## src/rtl/rxq_pkg.sv

```systemverilog
package rxq_pkg;

  typedef enum logic {
    OVF_INLINE    = 1'b0,
    OVF_IMMEDIATE = 1'b1
  } ovf_mode_e;

  // Next value of a circular pointer over `depth` slots.
  function automatic int wrap_inc(input int ptr, input int depth);
    return (ptr + 1 == depth) ? 0 : ptr + 1;
  endfunction

  // Occupancy after one cycle with optional insert and remove.
  function automatic int level_next(input int lvl, input logic ins, input logic rem);
    return lvl + int'(ins) - int'(rem);
  endfunction

  // Items ahead of the marker after one data pop.
  function automatic int ahead_next(input int ahead, input logic dpop);
    return (dpop && ahead != 0) ? ahead - 1 : ahead;
  endfunction

endpackage

```

## src/rtl/rxq_store.sv

```systemverilog
module rxq_store
  import rxq_pkg::*;
#(
  parameter int DATA_W = 8,
  parameter int DEPTH  = 2
) (
  input  logic              clk,
  input  logic              rst_n,
  input  logic              flush,
  input  logic              wr_en,
  input  logic [DATA_W-1:0] wr_data,
  input  logic              rd_en,
  output logic [DATA_W-1:0] head_data,
  output logic [$clog2(DEPTH+1)-1:0] level,
  output logic              full,
  output logic              empty
);
  localparam int PW = (DEPTH > 1) ? $clog2(DEPTH) : 1;
  localparam int LW = $clog2(DEPTH+1);

  logic [DATA_W-1:0] mem [DEPTH];
  logic [PW-1:0]     wr_ptr, rd_ptr;

  assign full      = (level == LW'(DEPTH));
  assign empty     = (level == '0);
  assign head_data = mem[rd_ptr];

  always_ff @(posedge clk or negedge rst_n) begin
    if (!rst_n) begin
      wr_ptr <= '0;
      rd_ptr <= '0;
      level  <= '0;
    end else if (flush) begin
      wr_ptr <= '0;
      rd_ptr <= '0;
      level  <= '0;
    end else begin
      if (wr_en) wr_ptr <= PW'(wrap_inc(int'(wr_ptr), DEPTH));
      if (rd_en) rd_ptr <= PW'(wrap_inc(int'(rd_ptr), DEPTH));
      level <= LW'(level_next(int'(level), wr_en, rd_en));
    end
  end

  always_ff @(posedge clk or negedge rst_n) begin
    if (!rst_n) begin
      for (int i = 0; i < DEPTH; i++) mem[i] <= '0;
    end else if (wr_en && !flush) begin
      mem[wr_ptr] <= wr_data;
    end
  end


  level_bound_chk: assert property (@(posedge clk) disable iff (!rst_n)
    level <= LW'(DEPTH));


  store_room_chk: assert property (@(posedge clk) disable iff (!rst_n)
    wr_en |-> (!full || rd_en));


  empty_pop_chk: assert property (@(posedge clk) disable iff (!rst_n)
    rd_en |-> !empty);

endmodule

```

## src/rtl/rxq_marker.sv

```systemverilog
module rxq_marker
  import rxq_pkg::*;
#(
  parameter int DEPTH = 2
) (
  input  logic clk,
  input  logic rst_n,
  input  logic flush,
  input  logic inline_mode,
  input  logic ovf_evt,
  input  logic data_pop,
  input  logic mark_take,
  output logic mark_pend,
  output logic mark_head,
  output logic mark_arrive
);
  localparam int AW = $clog2(DEPTH+1);

  logic [AW-1:0] ahead;
  logic          mark_new;

  assign mark_head   = mark_pend && (ahead == '0);
  assign mark_arrive = mark_pend && data_pop && (ahead == AW'(1));
  assign mark_new    = ovf_evt && inline_mode && (!mark_pend || mark_take);

  always_ff @(posedge clk or negedge rst_n) begin
    if (!rst_n) begin
      mark_pend <= 1'b0;
      ahead     <= '0;
    end else if (flush) begin
      mark_pend <= 1'b0;
      ahead     <= '0;
    end else if (mark_new) begin
      mark_pend <= 1'b1;
      ahead     <= AW'(DEPTH);
    end else if (mark_take) begin
      mark_pend <= 1'b0;
      ahead     <= '0;
    end else if (mark_pend) begin
      ahead <= AW'(ahead_next(int'(ahead), data_pop));
    end
  end


  marker_arrive_chk: assert property (@(posedge clk) disable iff (!rst_n)
    (mark_arrive && !flush) |=> mark_head);


  marker_queue_chk: assert property (@(posedge clk) disable iff (!rst_n)
    (ovf_evt && inline_mode && !flush) |=> mark_pend);


  marker_behind_chk: assert property (@(posedge clk) disable iff (!rst_n)
    (mark_new && !flush) |=> !mark_head);

endmodule

```

## src/rtl/rxq_ovf.sv

```systemverilog
module rxq_ovf (
  input  logic clk,
  input  logic rst_n,
  input  logic rx_en,
  input  logic set_evt,
  input  logic clr_req,
  output logic flag
);
  always_ff @(posedge clk or negedge rst_n) begin
    if (!rst_n)      flag <= 1'b0;
    else if (!rx_en) flag <= 1'b0;
    else             flag <= set_evt || (flag && !clr_req);
  end


  ovf_sticky_chk: assert property (@(posedge clk) disable iff (!rst_n)
    (flag && rx_en && !clr_req) |=> flag);


  ovf_set_wins_chk: assert property (@(posedge clk) disable iff (!rst_n)
    (set_evt && rx_en) |=> flag);


  ovf_disable_chk: assert property (@(posedge clk) disable iff (!rst_n)
    !rx_en |=> !flag);

endmodule

```

## src/rtl/rxq_fifo.sv

```systemverilog
module rxq_fifo
  import rxq_pkg::*;
#(
  parameter int DATA_W = 8,
  parameter int DEPTH  = 2
) (
  input  logic              clk,
  input  logic              rst_n,
  input  logic              rx_en,
  input  logic              imm_mode,
  input  logic              push_valid,
  input  logic [DATA_W-1:0] push_data,
  input  logic              pop_req,
  output logic [DATA_W-1:0] rd_data,
  output logic              rx_done,
  input  logic              ovf_clr,
  output logic              ovf_flag
);
  localparam int LW = $clog2(DEPTH+1);

  ovf_mode_e         mode;
  logic              flush;
  logic              full, empty;
  logic [LW-1:0]     level;
  logic [DATA_W-1:0] head_data;
  logic              mark_pend, mark_head, mark_arrive;
  logic              data_pop, mark_take, push_ok, ovf_evt, set_evt;

  assign mode      = ovf_mode_e'(imm_mode);
  assign flush     = !rx_en;
  assign data_pop  = rx_en && pop_req && !mark_head && !empty;
  assign mark_take = rx_en && pop_req && mark_head;
  assign push_ok   = rx_en && push_valid && (!full || data_pop);
  assign ovf_evt   = rx_en && push_valid && full && !data_pop;
  assign set_evt   = (ovf_evt && mode == OVF_IMMEDIATE) || mark_arrive;

  rxq_store #(.DATA_W(DATA_W), .DEPTH(DEPTH)) u_store (
    .clk       (clk),
    .rst_n     (rst_n),
    .flush     (flush),
    .wr_en     (push_ok),
    .wr_data   (push_data),
    .rd_en     (data_pop),
    .head_data (head_data),
    .level     (level),
    .full      (full),
    .empty     (empty)
  );

  rxq_marker #(.DEPTH(DEPTH)) u_marker (
    .clk         (clk),
    .rst_n       (rst_n),
    .flush       (flush),
    .inline_mode (mode == OVF_INLINE),
    .ovf_evt     (ovf_evt),
    .data_pop    (data_pop),
    .mark_take   (mark_take),
    .mark_pend   (mark_pend),
    .mark_head   (mark_head),
    .mark_arrive (mark_arrive)
  );

  rxq_ovf u_ovf (
    .clk     (clk),
    .rst_n   (rst_n),
    .rx_en   (rx_en),
    .set_evt (set_evt),
    .clr_req (ovf_clr),
    .flag    (ovf_flag)
  );

  assign rd_data = (!empty && !mark_head) ? head_data : '0;
  assign rx_done = !empty || mark_pend;


  idle_read_chk: assert property (@(posedge clk) disable iff (!rst_n)
    !rx_done |-> (rd_data == '0));


  push_done_chk: assert property (@(posedge clk) disable iff (!rst_n)
    push_ok |=> rx_done);


  drop_keeps_chk: assert property (@(posedge clk) disable iff (!rst_n)
    ovf_evt |=> (level == LW'(DEPTH)));


  imm_set_chk: assert property (@(posedge clk) disable iff (!rst_n)
    (ovf_evt && imm_mode) |=> ovf_flag);


  flush_empty_chk: assert property (@(posedge clk) disable iff (!rst_n)
    !rx_en |=> !rx_done);

endmodule

```

## config.mk

```make
export PLATFORM = sky130hd
export DESIGN_NAME = rxq_fifo
export DESIGN_NICKNAME = d
export VERILOG_FILES = /design/src/rtl/rxq_pkg.sv /design/src/rtl/rxq_store.sv /design/src/rtl/rxq_marker.sv /design/src/rtl/rxq_ovf.sv /design/src/rtl/rxq_fifo.sv
export SDC_FILE = /design/constraint.sdc
export NUM_CORES = 1
export LEC_CHECK = 0
export BUFFER_PORTS_ARGS = -buffer_cell sky130_fd_sc_hd__buf_2
export CAP_MARGIN = 5
export CORE_MARGIN = 3
export CORE_UTILIZATION = 33
export DETAILED_ROUTE_END_ITERATION = 8
export PLACE_DENSITY_LB_ADDON = 0.1
export SETUP_SLACK_MARGIN = 0.5
export SLEW_MARGIN = 20
export SYNTH_ARGS = -nofsm -noshare
export SYNTH_HDL_FRONTEND = slang
export SYNTH_HIERARCHICAL = 1
export SYNTH_SLANG_ARGS = --single-unit
```

## constraint.sdc

```tcl
create_clock -name clk -period 3.3 [get_ports clk]
set_input_delay 0.66 -clock clk [delete_from_list [all_inputs] [get_ports clk]]
set_output_delay 0.66 -clock clk [all_outputs]
set_load 0.005 [all_outputs]
```

==> results.yml <==
logic_synthesis:
  synthCells: 106
  synth_mux_area_share_pct: 20.93
  yosys.area_share.adder_pct: 3.876
  ys_seq_area_share_pct: 46.51
  synth_cell_types: 30
  avgSynthCellArea_um2: 12.18
  ys_seq_elements: 24
  synth_compound_area_share_pct: 5.233
  yosysWarningCount: 6
  synth_xor_area_share_pct: 3.779
  syn-num-nets: 125
  synth-simple-area-share_pct: 17.54
  synth_top_family_by_area: "multiplexers"
  syn_area_um2: 1291
floorplanning:
  core_um2: 3716
  die_y_um: 68.55
  dieArea_um2: 4699
  rows: 22
  die_x_um: 68.55
  top_level_ports: 25
  initial_core_util_pct: 34.75
worst_hold_path:
  min_path_type: "input pin to async pin"
pwr:
  p_leak_uw: 0.0007508
  seqPwrFrac_pct: 45.0
  ir_worst_vdd_uv: 177.8
  combPwrFrac_pct: 27.4
  switching_power_uw: 231.5
  power_uw: 922.9
  intPower_uw: 691.3
  clock_power_share_pct: 27.5
  power_density_nw_per_um2: 597.2
  swShare_pct: 25.09
global_route:
  grtUsageTotal_pct: 12.44
  grt_pass1_vias: 923
  grt_max_degree: 25
  antenna_found_initial: 0
  grt_remaining_overflow: 0
  grt_first_pass_wirelength_um: 4333
clock_tree:
  cts_hold_buf: 0
  cts_tree: "built"
  postCtsResizedCells: 0
  cts_buffers: 3
  clock_latency_ps: 260
  numClockSinks: 24
  root_buffer: "clkbuf_8"
  cts-htree-levels: 1
  clockBufferDepth: 2
  clkTransAtPathRegs_ps: 80
  postCtsSetupRepairBufs: 0
critical_path:
  crit_type: "register to register"
  cp-startpoint: "u_marker/ahead[0]"
  critPathCaptureType: "register"
  worstPathArrival_ps: 2650
  crit_required_ps: 3450
  rr_worst_depth: 7
  worst-path-max-fanout: 8
  rr_startpoint: "u_marker/ahead[0]"
  critPathLaunchType: "register"
sta:
  setup_viol: 0
  setup_tns_ps: 0
  worstMarginPinSlew_ps: 543.3
  fin_crit_ps: 2502
  skew_ps: 1.358
  hold_viol: 0
  fin_crit_sh_pct: 75.81
  grt_setup_unrepaired: "false"
  drv_slew: 0
  relSlewSlack_pct: 63.78
  max_freq_ghz: 0.3997
routing:
  drt-pass1-iter-count: 4
  wl_um: 2448
  drt_iter0_markers: 29
  ant_nets: 0
  vias: 877
  drc: 0
  routed_via_density: 4.819
  wl_per_cell_um: 13.45
placed_design:
  dp_hpwl_um: 1840
  io_buffers: 24
  dpl_cell_area_um2: 1474
  placed_cells: 178
  gp_congestion: 0.8361
finish:
  final_core_util_pct: 41.58
  antenna_cells: 0
  area_delta_synth_final_pct: 19.67
  stdcell_count: 182
  drive_above_1_share_pct: 44.78
  fin_area_um2: 1545
  nNetsFinal: 154
  fillCellCount: 387
outcome:
  status: "complete, no violations"
flow_run:
  max-cap-violations: 0
## placed cells by master, fill, tap and decap left out, types with 2 or more instances in the layout
master,n
nand3b_2,2
nand2_1,2
xnor2_1,3
ha_1,4
nor2_1,8
a21oi_1,2
dfrtp_1,24
nor3b_1,2
clkbuf_8,3
and3_1,2
mux2_2,24
buf_2,24
nor2b_1,2
inv_1,6
and2_1,8
## synth_stat cells
cell	instances	area [um^2]
dfrtp_1	24	600.6
mux2_2	24	270.3
and2_1	8	50.05
nor2_1	8	30.03
inv_1	6	22.52
ha_1	4	50.05
xnor2_1	3	26.28
a21oi_1	2	10.01
and3_1	2	12.51
nand2_1	2	7.510
nand3b_2	2	22.52
nor2b_1	2	12.51
nor3b_1	2	15.01
a31oi_1	1	6.260
and2_2	1	7.510
and3_2	1	7.510
buf_2	1	5.000
nand2b_1	1	6.260
nand4_1	1	6.260
nor2b_4	1	13.76
nor3b_4	1	18.77
o2111ai_1	1	8.760
o211a_1	1	10.01
o21a_1	1	7.510
o21ai_0	1	5.000
o21bai_1	1	7.510
o31ai_2	1	12.51
or2b_1	1	7.510
or3b_1	1	8.760
xnor3_1	1	22.52
## state kept, by name, indices dropped and copies added (netlist names)
register,count
u_store/level,2
u_store/mem,16
u_marker/ahead,2
u_ovf/flag,1
u_store/wr_ptr,1
u_store/rd_ptr,1
u_marker/mark_pend,1
## through the flow
stage | hold slack [ps] | worst slack [ps]
finish | 371.2 | 798.4
detailed placement | 493.9 | 776.8
CTS | 382.0 | 757.6
global route | 402.3 | 640.3
floorplan | 364.4 | 996.1
global placement | 481.5 | 842.8
## critical path, stage by stage, from the launching register on
cell and delay (ps):
dfrtp_1 360, inv_1 70, ha_1 200, and2_2 210
or3b_1 340, a21oi_1 340, nor3b_4 490, mux2_2 390
## cell families after synthesis
family	after synthesis
adder cells (fa/ha/maj)	4
XOR/XNOR	4
AND/OR/NAND/NOR	34
multiplexers	24
buffers and inverters	7
AO/OA/AOI/OAI	9
flip-flops	24
## cell type report
class	instances	area, um^2	share of cell area, %
tap	48	60.06	3.887
timing repair buffer	25	127.6	8.259
multi-input combinational	75	663.1	42.92
clock inverter	1	30.03	1.943
sequential	24	600.6	38.87
clock buffer	3	41.29	2.672
inverter	6	22.52	1.457
## layer usage
| layer | track usage, % | vias to the layer above | part of all wire (%) |
|---|---|---|---|
| met5 | 0 | - | 0 |
| met4 | 5.955 | 0 | 1.1 |
| met3 | 2.107 | 2 | 4.8 |
| met2 | 19.79 | 18 | 46 |
| met1 | 16.33 | 429 | 48 |
| li1 | - | 428 | - |
## final timing paths
kind                                      to  slack (ps)
max                          u_store/mem[12]         800
min                          u_store/mem[15]         370
max reg2reg                  u_store/mem[12]         800
min reg2reg                   u_store/mem[0]         510
max in group asynchronous  u_marker/ahead[0]        2570
min in group clk              u_store/mem[0]         510
## power by group through the flow
stage / sequential (uW) / clock (uW) / combinational (uW)
floorplan: 405 / 0 / 184
global placement: 419 / 0 / 251
detailed placement: 422 / 0 / 258
CTS: 416 / 266 / 260
global route: 430 / 275 / 286
finish: 416 / 254 / 253
Note: power is estimated with default switching activity, not from simulation.
